### src/rtl/pir_pkg.sv
package pir_pkg;
  localparam int DEVFN_W  = 8;
  localparam int SLOT_W   = 5;
  typedef logic [SLOT_W-1:0] slot_t;

  // slot table
  localparam slot_t SLOT_SB     = 5'd5;
  localparam slot_t SLOT_GFX    = 5'd6;
  localparam slot_t SLOT_NIC    = 5'd7;
  localparam slot_t SLOT_EXP_LO = 5'd8;
  localparam slot_t SLOT_EXP_HI = 5'd12;

  // line offsets above the bank base
  localparam int OFS_GFX = 4;
  localparam int OFS_NIC = 5;
  localparam int OFS_EXP = 6;
endpackage

### src/rtl/pir_route.sv
module pir_route
  import pir_pkg::*;
#(
  parameter int LINE_BASE = 32,
  parameter int LINE_W    = 6,
  parameter int PIN_W     = 2
) (
  input  slot_t             slot_i,
  input  logic [PIN_W-1:0]  pin_i,
  output logic [LINE_W-1:0] line_o
);
  localparam logic [LINE_W-1:0] BASE_L = LINE_W'(LINE_BASE);
  localparam logic [LINE_W-1:0] EXP_LO = LINE_W'(LINE_BASE + OFS_EXP);
  localparam logic [LINE_W-1:0] EXP_HI =
    LINE_W'(LINE_BASE + OFS_EXP + int'(SLOT_EXP_HI - SLOT_EXP_LO) + 3);

  logic [LINE_W-1:0] pin_mod;
  logic [LINE_W-1:0] pin_ext;
  logic              exp_slot;

  assign pin_mod  = LINE_W'(pin_i[1:0]);
  assign pin_ext  = LINE_W'(pin_i);
  assign exp_slot = (slot_i >= SLOT_EXP_LO) && (slot_i <= SLOT_EXP_HI);

  always_comb begin
    if (slot_i == SLOT_SB)       line_o = BASE_L + pin_mod;
    else if (slot_i == SLOT_GFX) line_o = BASE_L + LINE_W'(OFS_GFX);
    else if (slot_i == SLOT_NIC) line_o = BASE_L + LINE_W'(OFS_NIC);
    else if (exp_slot)
      line_o = BASE_L + LINE_W'(OFS_EXP) + LINE_W'(slot_i - SLOT_EXP_LO) + pin_ext;
    else                         line_o = pin_ext;
  end


  always_comb begin
    if (exp_slot && pin_i <= PIN_W'(3)) begin
      exp_line_range_chk: assert (line_o >= EXP_LO && line_o <= EXP_HI);
    end
  end
endmodule

### src/rtl/pir_cfg_sel.sv
module pir_cfg_sel #(
  parameter int LINE_BASE = 32,
  parameter int NUM_LINES = 32,
  parameter int LINE_W    = 6
) (
  input  logic [LINE_W-1:0]    line_i,
  input  logic [NUM_LINES-1:0] edge_cfg_i,
  input  logic [NUM_LINES-1:0] pol_cfg_i,
  output logic                 valid_o,
  output logic                 edge_o,
  output logic                 pol_o
);
  localparam int IDX_W = (NUM_LINES > 1) ? $clog2(NUM_LINES) : 1;
  localparam logic [LINE_W-1:0] BASE_L = LINE_W'(LINE_BASE);

  logic [LINE_W-1:0] ofs;
  logic [IDX_W-1:0]  idx;

  assign ofs     = line_i - BASE_L;
  assign idx     = ofs[IDX_W-1:0];
  assign valid_o = (line_i >= BASE_L) && ({1'b0, ofs} < (LINE_W+1)'(NUM_LINES));
  assign edge_o  = valid_o & edge_cfg_i[idx];
  assign pol_o   = valid_o & pol_cfg_i[idx];
endmodule

### src/rtl/pir_irq_gen.sv
module pir_irq_gen (
  input  logic clk_i,
  input  logic rst_ni,
  input  logic evt_i,
  input  logic valid_i,
  input  logic edge_i,
  input  logic pol_i,
  output logic irq_o
);
  logic irq_q;
  logic pulse_q;
  logic accept;

  assign accept = evt_i & valid_i & ~pulse_q;

  always_ff @(posedge clk_i or negedge rst_ni) begin
    if (!rst_ni) begin
      irq_q   <= 1'b0;
      pulse_q <= 1'b0;
    end else if (pulse_q) begin
      // pulse ends after one cycle; strobes here are dropped
      irq_q   <= 1'b0;
      pulse_q <= 1'b0;
    end else if (accept) begin
      irq_q   <= edge_i ? 1'b1 : pol_i;
      pulse_q <= edge_i;
    end
  end

  assign irq_o = irq_q;


  edge_pulse_chk: assert property (@(posedge clk_i) disable iff (!rst_ni)
    (accept && edge_i) |=> irq_o);

  pulse_end_chk: assert property (@(posedge clk_i) disable iff (!rst_ni)
    (accept && edge_i) |=> ##1 !irq_o);

  level_set_chk: assert property (@(posedge clk_i) disable iff (!rst_ni)
    (accept && !edge_i) |=> (irq_o == $past(pol_i)));

  out_range_hold_chk: assert property (@(posedge clk_i) disable iff (!rst_ni)
    (!pulse_q && evt_i && !valid_i) |=> $stable(irq_o));

  idle_hold_chk: assert property (@(posedge clk_i) disable iff (!rst_ni)
    (!pulse_q && !evt_i) |=> $stable(irq_o));
endmodule

### src/rtl/pci_irq_router.sv
module pci_irq_router
  import pir_pkg::*;
#(
  parameter int LINE_BASE = 32,
  parameter int NUM_LINES = 32,
  parameter int PIN_W     = 2,
  localparam int LINE_W   = $clog2(LINE_BASE + NUM_LINES)
) (
  input  logic                 clk_i,
  input  logic                 rst_ni,
  input  logic [DEVFN_W-1:0]   devfn_i,
  input  logic [PIN_W-1:0]     pin_i,
  input  logic                 evt_i,
  input  logic [NUM_LINES-1:0] edge_cfg_i,
  input  logic [NUM_LINES-1:0] pol_cfg_i,
  output logic [LINE_W-1:0]    line_o,
  output logic                 irq_o
);
  slot_t slot;
  logic  valid, edge_bit, pol_bit;
  logic  unused_fn;

  assign slot      = devfn_i[DEVFN_W-1:DEVFN_W-SLOT_W];
  assign unused_fn = ^devfn_i[DEVFN_W-SLOT_W-1:0];

  pir_route #(
    .LINE_BASE(LINE_BASE), .LINE_W(LINE_W), .PIN_W(PIN_W)
  ) i_route (
    .slot_i (slot),
    .pin_i  (pin_i),
    .line_o (line_o)
  );

  pir_cfg_sel #(
    .LINE_BASE(LINE_BASE), .NUM_LINES(NUM_LINES), .LINE_W(LINE_W)
  ) i_cfg_sel (
    .line_i     (line_o),
    .edge_cfg_i (edge_cfg_i),
    .pol_cfg_i  (pol_cfg_i),
    .valid_o    (valid),
    .edge_o     (edge_bit),
    .pol_o      (pol_bit)
  );

  pir_irq_gen i_irq_gen (
    .clk_i   (clk_i),
    .rst_ni  (rst_ni),
    .evt_i   (evt_i),
    .valid_i (valid),
    .edge_i  (edge_bit),
    .pol_i   (pol_bit),
    .irq_o   (irq_o)
  );


  always_comb begin
    if (slot < SLOT_SB || slot > SLOT_EXP_HI) begin
      passthru_chk: assert (line_o == LINE_W'(pin_i));
    end
  end
endmodule

### config.mk
export PLATFORM = sky130hd
export DESIGN_NAME = pci_irq_router
export DESIGN_NICKNAME = d
export VERILOG_FILES = /design/src/rtl/pir_pkg.sv /design/src/rtl/pir_route.sv /design/src/rtl/pir_cfg_sel.sv /design/src/rtl/pir_irq_gen.sv /design/src/rtl/pci_irq_router.sv
export SDC_FILE = /design/constraint.sdc
export NUM_CORES = 1
export LEC_CHECK = 0
export BUFFER_PORTS_ARGS = -buffer_cell sky130_fd_sc_hd__buf_2
export CORE_MARGIN = 3
export CORE_UTILIZATION = 40
export DETAILED_ROUTE_END_ITERATION = 6
export GPL_TIMING_DRIVEN = 0
export PLACE_DENSITY = 0.92
export SLEW_MARGIN = 20
export SYNTH_ARGS = -nofsm -noshare
export SYNTH_HDL_FRONTEND = slang
export SYNTH_SLANG_ARGS = --single-unit
### constraint.sdc
create_clock -name clk_i -period 4.2 [get_ports clk_i]
set_clock_uncertainty 0.2 [all_clocks]
set_input_delay 0.42 -clock clk_i [delete_from_list [all_inputs] [get_ports clk_i]]
set_output_delay 0.42 -clock clk_i [all_outputs]
set_load 0.03 [all_outputs]
== After elaboration in Yosys (flattened, before gate mapping) ==
Index checks and enable logic that the tools add are counted.
Storage, ports and cells
  register bits: 2
  latch bits: 0
  memory bits (writable): 0
  memory bits (read-only): 0
  input bits: 77
  output and inout bits: 7
  logic and storage cells: 36
  memories kept: 0
Cells by class
  add/sub/neg operators: 5
  $mul: 0
  div/mod/pow operators: 0
  $lt $le $gt $ge: 5
  equal/unequal tests: 3
  shifts and indexed selects: 0
  multiplexer cells: 13
  bitwise logic cells: 5
  reduce and logical (&&, ||, !) cells: 3
Operators by type and width (number)
  $mux 6: 4
  $eq 5x3->1 const B: 3
  $bmux 1 s5: 2
  $mux 1: 7
  $add 6x2->6: 1
  $add 6x2->6 const A: 1
  $add 6x6->6 const A: 1
  $ge 6x6->1 const B: 1
  $lt 5x6->1 const B: 1
  $lt 6x6->1 const B: 1
  $sub 5x4->6 const B: 1
  $sub 6x6->6 const B: 1
  $ge 5x4->1 const B: 1
  $le 5x4->1 const B: 1
  $and 1x1->1: 4
  $logic_and 1x1->1: 2
  $reduce_bool 2->1: 1
  $not 1->1: 1

== Depth between registers and ports, before layout ==
Gate-level depths: netlist of the first run.
  depth after elaboration: 14
  depth in mapped cells: 16
  mapped depth without buffers: 15

== Cells and area by module ==
A second synthesis of the first run with hierarchy kept.
Unflattened totals
  cell total of the unflattened synthesis: 98
  area total of the unflattened synthesis: 1017.2 µm²
By module, submodules not included
  pir_cfg_sel: instances 1, cells each 46, area an instance 586.8 µm², seq. area each 0.0 µm²
  pir_route: instances 1, cells each 46, area an instance 351.6 µm², seq. area each 0.0 µm²
  pir_irq_gen: instances 1, cells each 6, area an instance 78.8 µm², seq. area each 50.0 µm²

== Least setup slack after synthesis of the first run ==
OpenSTA, ideal clock, no wires.
  kind: input -> register
  start point: input port devfn_i[4]
  end point: register i_irq_gen.irq_q, in the netlist i_irq_gen.irq_o
  library setup time: 0.126 ns
  arrival time: 3.011 ns
  data required time: 3.874 ns
  path slack: 0.862 ns
  cell stages on the path: 13
  buffers on the path: 0
  cells stage by stage: inv_1 ha_1 inv_1 ha_1 inv_1 fa_1 o31ai_4 and2_2 a22oi_1 a211oi_1 nor3_1 and4_4 o21bai_1
Between the ends
  cells in the longest elaborated chain, start to end: 14
  elaborated cells between the ends (all ways): 29
  classes of those cells: add/sub (4); order compare (4); eq/ne (3); mux (11); bitwise (4); reduce/logical (3)
Ends and longest elaborated chain
  start, declared: RTL line pci_irq_router.sv:11  | input logic [DEVFN_W-1:0] devfn_i,
  $sub 5x4->6: RTL line pir_route.sv:30  | line_o = BASE_L + LINE_W'(OFS_EXP) + LINE_W'(slot_i - SLOT_EXP_LO) + pin_ext;
  $add 6x6->6: RTL line pir_route.sv:30
  $add 6x2->6: RTL line pir_route.sv:30
  $mux 6: RTL line pir_route.sv:29  | else if (exp_slot)
  $mux 6: RTL line pir_route.sv:28  | else if (slot_i == SLOT_NIC) line_o = BASE_L + LINE_W'(OFS_NIC);
  $mux 6: RTL line pir_route.sv:27  | else if (slot_i == SLOT_GFX) line_o = BASE_L + LINE_W'(OFS_GFX);
  $mux 6 *: RTL line pir_route.sv:26  | if (slot_i == SLOT_SB) line_o = BASE_L + pin_mod;
  via line_o[2]: RTL line pci_irq_router.sv:16  | output logic [LINE_W-1:0] line_o,
  $sub 6x6->6: RTL line pir_cfg_sel.sv:19  | assign ofs = line_i - BASE_L;
  $bmux 1 s5 (tied with other cells): RTL line pir_cfg_sel.sv:23  | assign pol_o = valid_o & pol_cfg_i[idx];
  $mux 1 (implied by the code) (tied with other cells): RTL line pir_cfg_sel.sv:23
  $and 1x1->1 (on tied branches): RTL line pir_cfg_sel.sv:23, pir_cfg_sel.sv:22
  $mux 1: RTL line pir_irq_gen.sv:25  | irq_q <= edge_i ? 1'b1 : pol_i;
  $mux 1: RTL line pir_irq_gen.sv:24  | end else if (accept) begin
  $mux 1: RTL line pir_irq_gen.sv:20  | end else if (pulse_q) begin
  end signal, assigned: RTL line pir_irq_gen.sv:25
  end, declared: RTL line pir_irq_gen.sv:10  | logic irq_q;
Mark *: on every way through the listed nets, which the timed path passes. The rest lies on a longest branch. The select of a mux whose other input is x is not followed.
A chain may end at the register's enable or synchronous reset.

== Worst setup path in the final report of the first run ==
  start point: input port devfn_i[4]
  end point: register i_irq_gen.irq_q, in the netlist i_irq_gen.irq_o
Between the ends
  cells in the longest elaborated chain, start to end: 14
  elaborated cells between the ends (all ways): 29
  classes of those cells: add/sub (4); order compare (4); eq/ne (3); mux (11); bitwise (4); reduce/logical (3)
Ends and longest elaborated chain (RTL line)
  $sub 5x4->6: pir_route.sv:30
  $add 6x6->6: pir_route.sv:30
  $add 6x2->6: pir_route.sv:30
  $mux 6: pir_route.sv:29
  $mux 6: pir_route.sv:28
  $mux 6: pir_route.sv:27
  $mux 6 *: pir_route.sv:26
  $sub 6x6->6: pir_cfg_sel.sv:19
  $bmux 1 s5 (tied with other cells): pir_cfg_sel.sv:23
  $mux 1 (implied by the code) (tied with other cells): pir_cfg_sel.sv:23
  $and 1x1->1 (on tied branches): pir_cfg_sel.sv:23, pir_cfg_sel.sv:22
  $mux 1: pir_irq_gen.sv:25
  $mux 1: pir_irq_gen.sv:24
  $mux 1: pir_irq_gen.sv:20
Every way passes the cells marked *; elsewhere a longest branch is shown, timed or not. The select of a mux whose other input is x is not followed.

==> results of run 1 <==
[critical path: stages]
cell	delay, ns
buf_2	0.16
inv_1	0.06
ha_1	0.28
inv_1	0.08
ha_1	0.20
inv_1	0.07
fa_1	0.49
o31ai_4	0.50
and2_1	0.33
a22oi_1	0.10
a211oi_1	0.23
nor3_1	0.08
and4_4	0.20
o21bai_1	0.15
[stage by stage]
stage / setup slack (ns) / instance area [sq um]
final: 0.721 / 1600
after global routing: 0.529 / 1600
after CTS: 0.740 / 1600
after detailed placement: 0.528 / 1570
after global placement: 0.604 / 1570
after floorplan: 0.862 / 1130
[per-layer routing]
metal,up-vias,part of all wire,GRT usage,wire length [um]
met5,-,0,0,0
met4,0,0.019,0.0583,64
met3,8,0.070,0.0261,235
met2,55,0.52,0.353,1760
met1,613,0.39,0.211,1320
li1,674,-,-,-
[worst max path at each step]
stage,start,end,slack [ns],cells after the start
finish,devfn_i[4],i_irq_gen.irq_o,0.72,14
global placement,devfn_i[4],i_irq_gen.irq_o,0.60,14
floorplan,devfn_i[4],i_irq_gen.irq_o,0.86,13
global route,devfn_i[4],i_irq_gen.irq_o,0.53,14
detailed placement,devfn_i[4],i_irq_gen.irq_o,0.53,14
CTS,devfn_i[4],i_irq_gen.irq_o,0.74,14
[power groups by stage]
stage / Combinational [mW] / Sequential (mW) / Clock, mW
after global placement: 0.242 / 0.0269 / 0
final: 0.247 / 0.0270 / 0.0420
after detailed placement: 0.248 / 0.0272 / 0
after CTS: 0.249 / 0.0271 / 0.0440
after floorplan: 0.164 / 0.0361 / 0
after global routing: 0.271 / 0.0277 / 0.0455
[sequential cells by signal (all words and copies together) (netlist names)]
name and flops:
i_irq_gen.pulse_q 1, i_irq_gen.irq_o 1
[final cells by class]
class | count | area [sq um] | share of cell area
well taps | 30 | 37.5 | 0.0235
multi-input cells | 115 | 978 | 0.612
repair buffers | 81 | 410 | 0.257
flip-flops and latches | 2 | 50.0 | 0.0313
inverters | 12 | 45.0 | 0.0282
clock buffers | 3 | 22.5 | 0.0141
plain buffers | 4 | 55.1 | 0.0344
[cell families (layout without fill, tap and decap cells)]
group / after synthesis / in the layout / share of synthesized area
multiplexers: 39 / 39 / 0.357
flip-flops: 2 / 2 / 0.0443
adder cells (fa/ha/maj): 9 / 9 / 0.106
buffers and inverters: 16 / 100 / 0.0887
AND/OR/NAND/NOR: 31 / 31 / 0.153
AO/OA/AOI/OAI: 34 / 34 / 0.235
XOR/XNOR: 2 / 2 / 0.0155
[synth_stat cells (3+ instances only)]
library cell	instances	share of area
a211oi_1	3	0.020
mux2i_1	38	0.34
a21oi_1	4	0.018
nor2_1	4	0.013
ha_1	8	0.089
nand2_1	10	0.033
o21ai_0	3	0.013
inv_1	10	0.033
o21ai_1	3	0.013
a22oi_1	8	0.053
==> impl_metrics.tcl, run 1 <==
set metrics [dict create \
    outcome "finished clean" \
    drtPass1Iterations 4 \
    pwr-share-seq 0.085 \
    drv_slew 0 \
    critPathMaxFanout 9 \
    combPwrFrac 0.782 \
    switching_share 0.449 \
    dp_hpwl_um 2990 \
    final_cell_mix "buf_2 (81), mux2i_1 (38), inv_1 (10), nand2_1 (10)" \
    max-slew-margin-rel 0.485 \
    wl_per_cell_um 13.7 \
    vias 1350 \
    grt_pass1_vias 1296 \
    worstMarginPinSlew_ns 0.767 \
    rr_startpoint "i_irq_gen.pulse_q" \
    rsz0062_at_grt "false" \
    hold_viol_final 0 \
    antenna_found_initial 0 \
    power.internal_mw 0.174 \
    synth-seq-cells 2 \
    clockPowerShare 0.133 \
    fin_util 0.623 \
    grt_pass1_wl_um 5140 \
    hold_slack_ns 0.316 \
    r2r-end "i_irq_gen.irq_o" \
    wirelength_um 3380 \
    gp_congestion 0.757 \
    dieArea_sq_mm 0.00349 \
    drive_above_1_share 0.461 \
    rows 18 \
    synth_edf_count 0 \
    final_nets 305 \
    synthFlopType "dfrtp_1" \
    yosysUniqueCellTypes 41 \
    syn_area_sq_mm 0.00113 \
    cts_resized 0 \
    final_common_cell "buf_2" \
    root_buffer "clkbuf_4" \
    fp.coreArea_sq_mm 0.00257 \
    irDropWorstVdd_mv 0.179 \
    syn_avg_cell_area_sq_um 8.49 \
    stdcell_count 247 \
    power_mw 0.316 \
    post-route-min-period_ns 3.48 \
    die_h_um 59.1 \
    start_util 0.440 \
    port_buffers 80 \
    cts_hold_buf 1 \
    startpoint_type "primary input" \
    ant_nets 0 \
    drt_iter0_drc 19 \
    dp.cells 243 \
    syn_nets 219 \
    syn_to_final_growth_pct 41.7 \
    clkLatencyLatePin_ns 0.22 \
    cts_setup_buffers 0 \
    fin_crit_sh 0.828 \
    cts_buffers 3 \
    maxCapViolCount 0 \
    required_ns 4.09 \
    synth_cells 133 \
    cts.reportedPaths.clkPinSlew_ns 0.03 \
    min_path_type "primary input to async pin" \
    synthArstFlopShare 1.00 \
    worstSetupEndpointType "register" \
    leakagePower_nw 0.888 \
    r2r_slack_ns 2.94 \
    synth-warning-count 0 \
    grt_overflow_total 0 \
    die_w_um 59.1 \
    clk_path_buf_depth 2 \
    switchingPower_mw 0.142 \
    drc 0 \
    n_antenna_cell 0 \
    reg2reg_depth 3 \
    cts_tree "yes" \
    clock.fmax_mhz 287 \
    grt_max_degree 11 \
    h-tree-depth 1 \
    ioPinCount 84 \
    arrival_ns 3.37 \
    track_usage 0.186 \
    fillers 238 \
    setup_tns_ns 0 \
    power_density_mw_per_mm2 198 \
    routed_via_density 5.47 \
    crit_type "primary input to register" \
    setup_viol 0 \
    ys_seq_area_frac 0.0443 \
    cts_sinks 2 \
]
No activity file was read; power rests on OpenSTA's default activity.
==> inputs of run 2 (changes only) <==
- clock period: 4.2 -> 3.3 ns (I/O delays scaled with it)
==> run 2 against run 1 <==
First-iteration DRC count decreased by 5.3%. Core utilization increased by 1.7 points. Wire length increased by 0.56%. Non-clock buffer count increased by 3. Sequential share of layout area decreased by 0.083 points. Critical path depth unchanged. Count of clock-buffer cells in the layout unchanged.
==> impl_metrics.tcl, run 2 (same netlist as run 1, synthesis figures left out) <==
set metrics [dict create \
    root_buffer "clkbuf_4" \
    track_usage 0.189 \
    die_h_um 59.1 \
    cts_sinks 2 \
    hold_viol_final 0 \
    critPathMaxFanout 7 \
    worstMarginPinSlew_ns 0.891 \
    startpoint_type "primary input" \
    clock.fmax_mhz 315 \
    grt_pass1_wl_um 5210 \
    dieArea_sq_mm 0.00349 \
    power_density_mw_per_mm2 252 \
    post-route-min-period_ns 3.18 \
    drv_slew 0 \
    grt_overflow_total 0 \
    maxCapViolCount 0 \
    arrival_ns 3.06 \
    grt_pass1_vias 1318 \
    clk_path_buf_depth 2 \
    r2r_slack_ns 2.06 \
    crit_type "primary input to register" \
    setup_tns_ns 0 \
    drt_iter0_drc 18 \
    cts_buffers 3 \
    drc 0 \
    die_w_um 59.1 \
    vias 1350 \
    routed_via_density 5.40 \
    ioPinCount 84 \
    multi_input_area_sq_um 995 \
    wl_per_cell_um 13.6 \
    start_util 0.440 \
    fin_ws_ns 0.125 \
    worstSetupEndpointType "register" \
    wirelength_um 3400 \
    final_cell_mix "buf_2 (80), mux2i_1 (38), inv_1 (10), nand2_1 (10), ha_1 (8)" \
    final_nets 308 \
    fillers 231 \
    drive_above_1_share 0.486 \
    n_antenna_cell 0 \
    max-slew-margin-rel 0.401 \
    fin_crit_sh 0.962 \
    setup_viol 0 \
    irDropWorstVdd_mv 0.232 \
    syn_to_final_growth_pct 45.6 \
    port_buffers 80 \
    dp_hpwl_um 2990 \
    h-tree-depth 1 \
    drtPass1Iterations 4 \
    ff_latch_area_sq_um 50.0 \
    leakagePower_nw 0.909 \
    grt_max_degree 11 \
    fin_util 0.640 \
    cts.reportedPaths.clkPinSlew_ns 0.03 \
    final_common_cell "buf_2" \
    hold_slack_ns 0.226 \
    outcome "finished clean" \
    dp.cells 243 \
    gp_congestion 0.757 \
    rsz0062_at_grt "false" \
    antenna_found_initial 0 \
    ant_nets 0 \
    clkLatencyLatePin_ns 0.22 \
    cts_tree "yes" \
    place_ws_ns -0.282 \
    fp.coreArea_sq_mm 0.00257 \
    min_path_type "primary input to async pin" \
    stdcell_count 250 \
    rows 18 \
    required_ns 3.19 \
]
## run 2: path summary, 6_finish.rpt
check                                  start                 to  cells past startpoint
setup / recovery                  devfn_i[4]    i_irq_gen.irq_o                     14
hold / removal                        rst_ni  i_irq_gen.pulse_q                      2
setup reg to reg           i_irq_gen.pulse_q    i_irq_gen.irq_o                      3
hold reg to reg            i_irq_gen.pulse_q    i_irq_gen.irq_o                      2
max in group asynchronous             rst_ni    i_irq_gen.irq_o                      2
min in group clk_i                     evt_i    i_irq_gen.irq_o                      4
## run 2: area by class of cell
type / instances / share of cell area
clock buffer: 3 / 0.0137
buffer: 3 / 0.0305
tap: 30 / 0.0228
multi-input combinational: 115 / 0.605
sequential: 2 / 0.0305
timing repair buffer: 85 / 0.268
inverter: 12 / 0.0289
## run 2: power breakdown
group | internal (mW) | switching [mW]
combinational | 0.159 | 0.169
clock | 0.0400 | 0.0129
sequential | 0.0312 | 0.00313
total | 0.230 | 0.185
## run 2: critical path: stages
cell and delay, ns:
buf_2 0.16, inv_1 0.06, ha_1 0.28, inv_1 0.08
ha_1 0.20, inv_1 0.07, fa_1 0.49, o31ai_4 0.43
and2_4 0.26, a22oi_1 0.10, a211oi_2 0.18, nor3_1 0.07
and4_4 0.20, o21bai_1 0.15
## run 2: repair_timing
item | in CTS | in global routing
setup buffers | 3 | 1
pin swaps | 1 | 2
hold buffers | 1 | 0
setup endpoints to repair | 1 | 1
hold endpoints to repair | 2 | 0
resized for setup | 0 | 7
## run 2: routing by layer
metal | part of all wire | up-vias | wire, um | GRT usage
met4 | 0.014 | 0 | 46 | 0.0583
li1 | - | 678 | - | -
met5 | 0 | - | 0 | 0
met3 | 0.069 | 6 | 236 | 0.0261
met2 | 0.53 | 53 | 1800 | 0.363
met1 | 0.39 | 613 | 1310 | 0.211
## run 2: metrics by stage
| stage | power, mW | instance area [sq um] |
|---|---|---|
| global route | 0.451 | 1640 |
| finish | 0.415 | 1640 |
| floorplan | 0.255 | 1130 |
| CTS | 0.412 | 1620 |
| global placement | 0.343 | 1570 |
| detailed placement | 0.350 | 1570 |
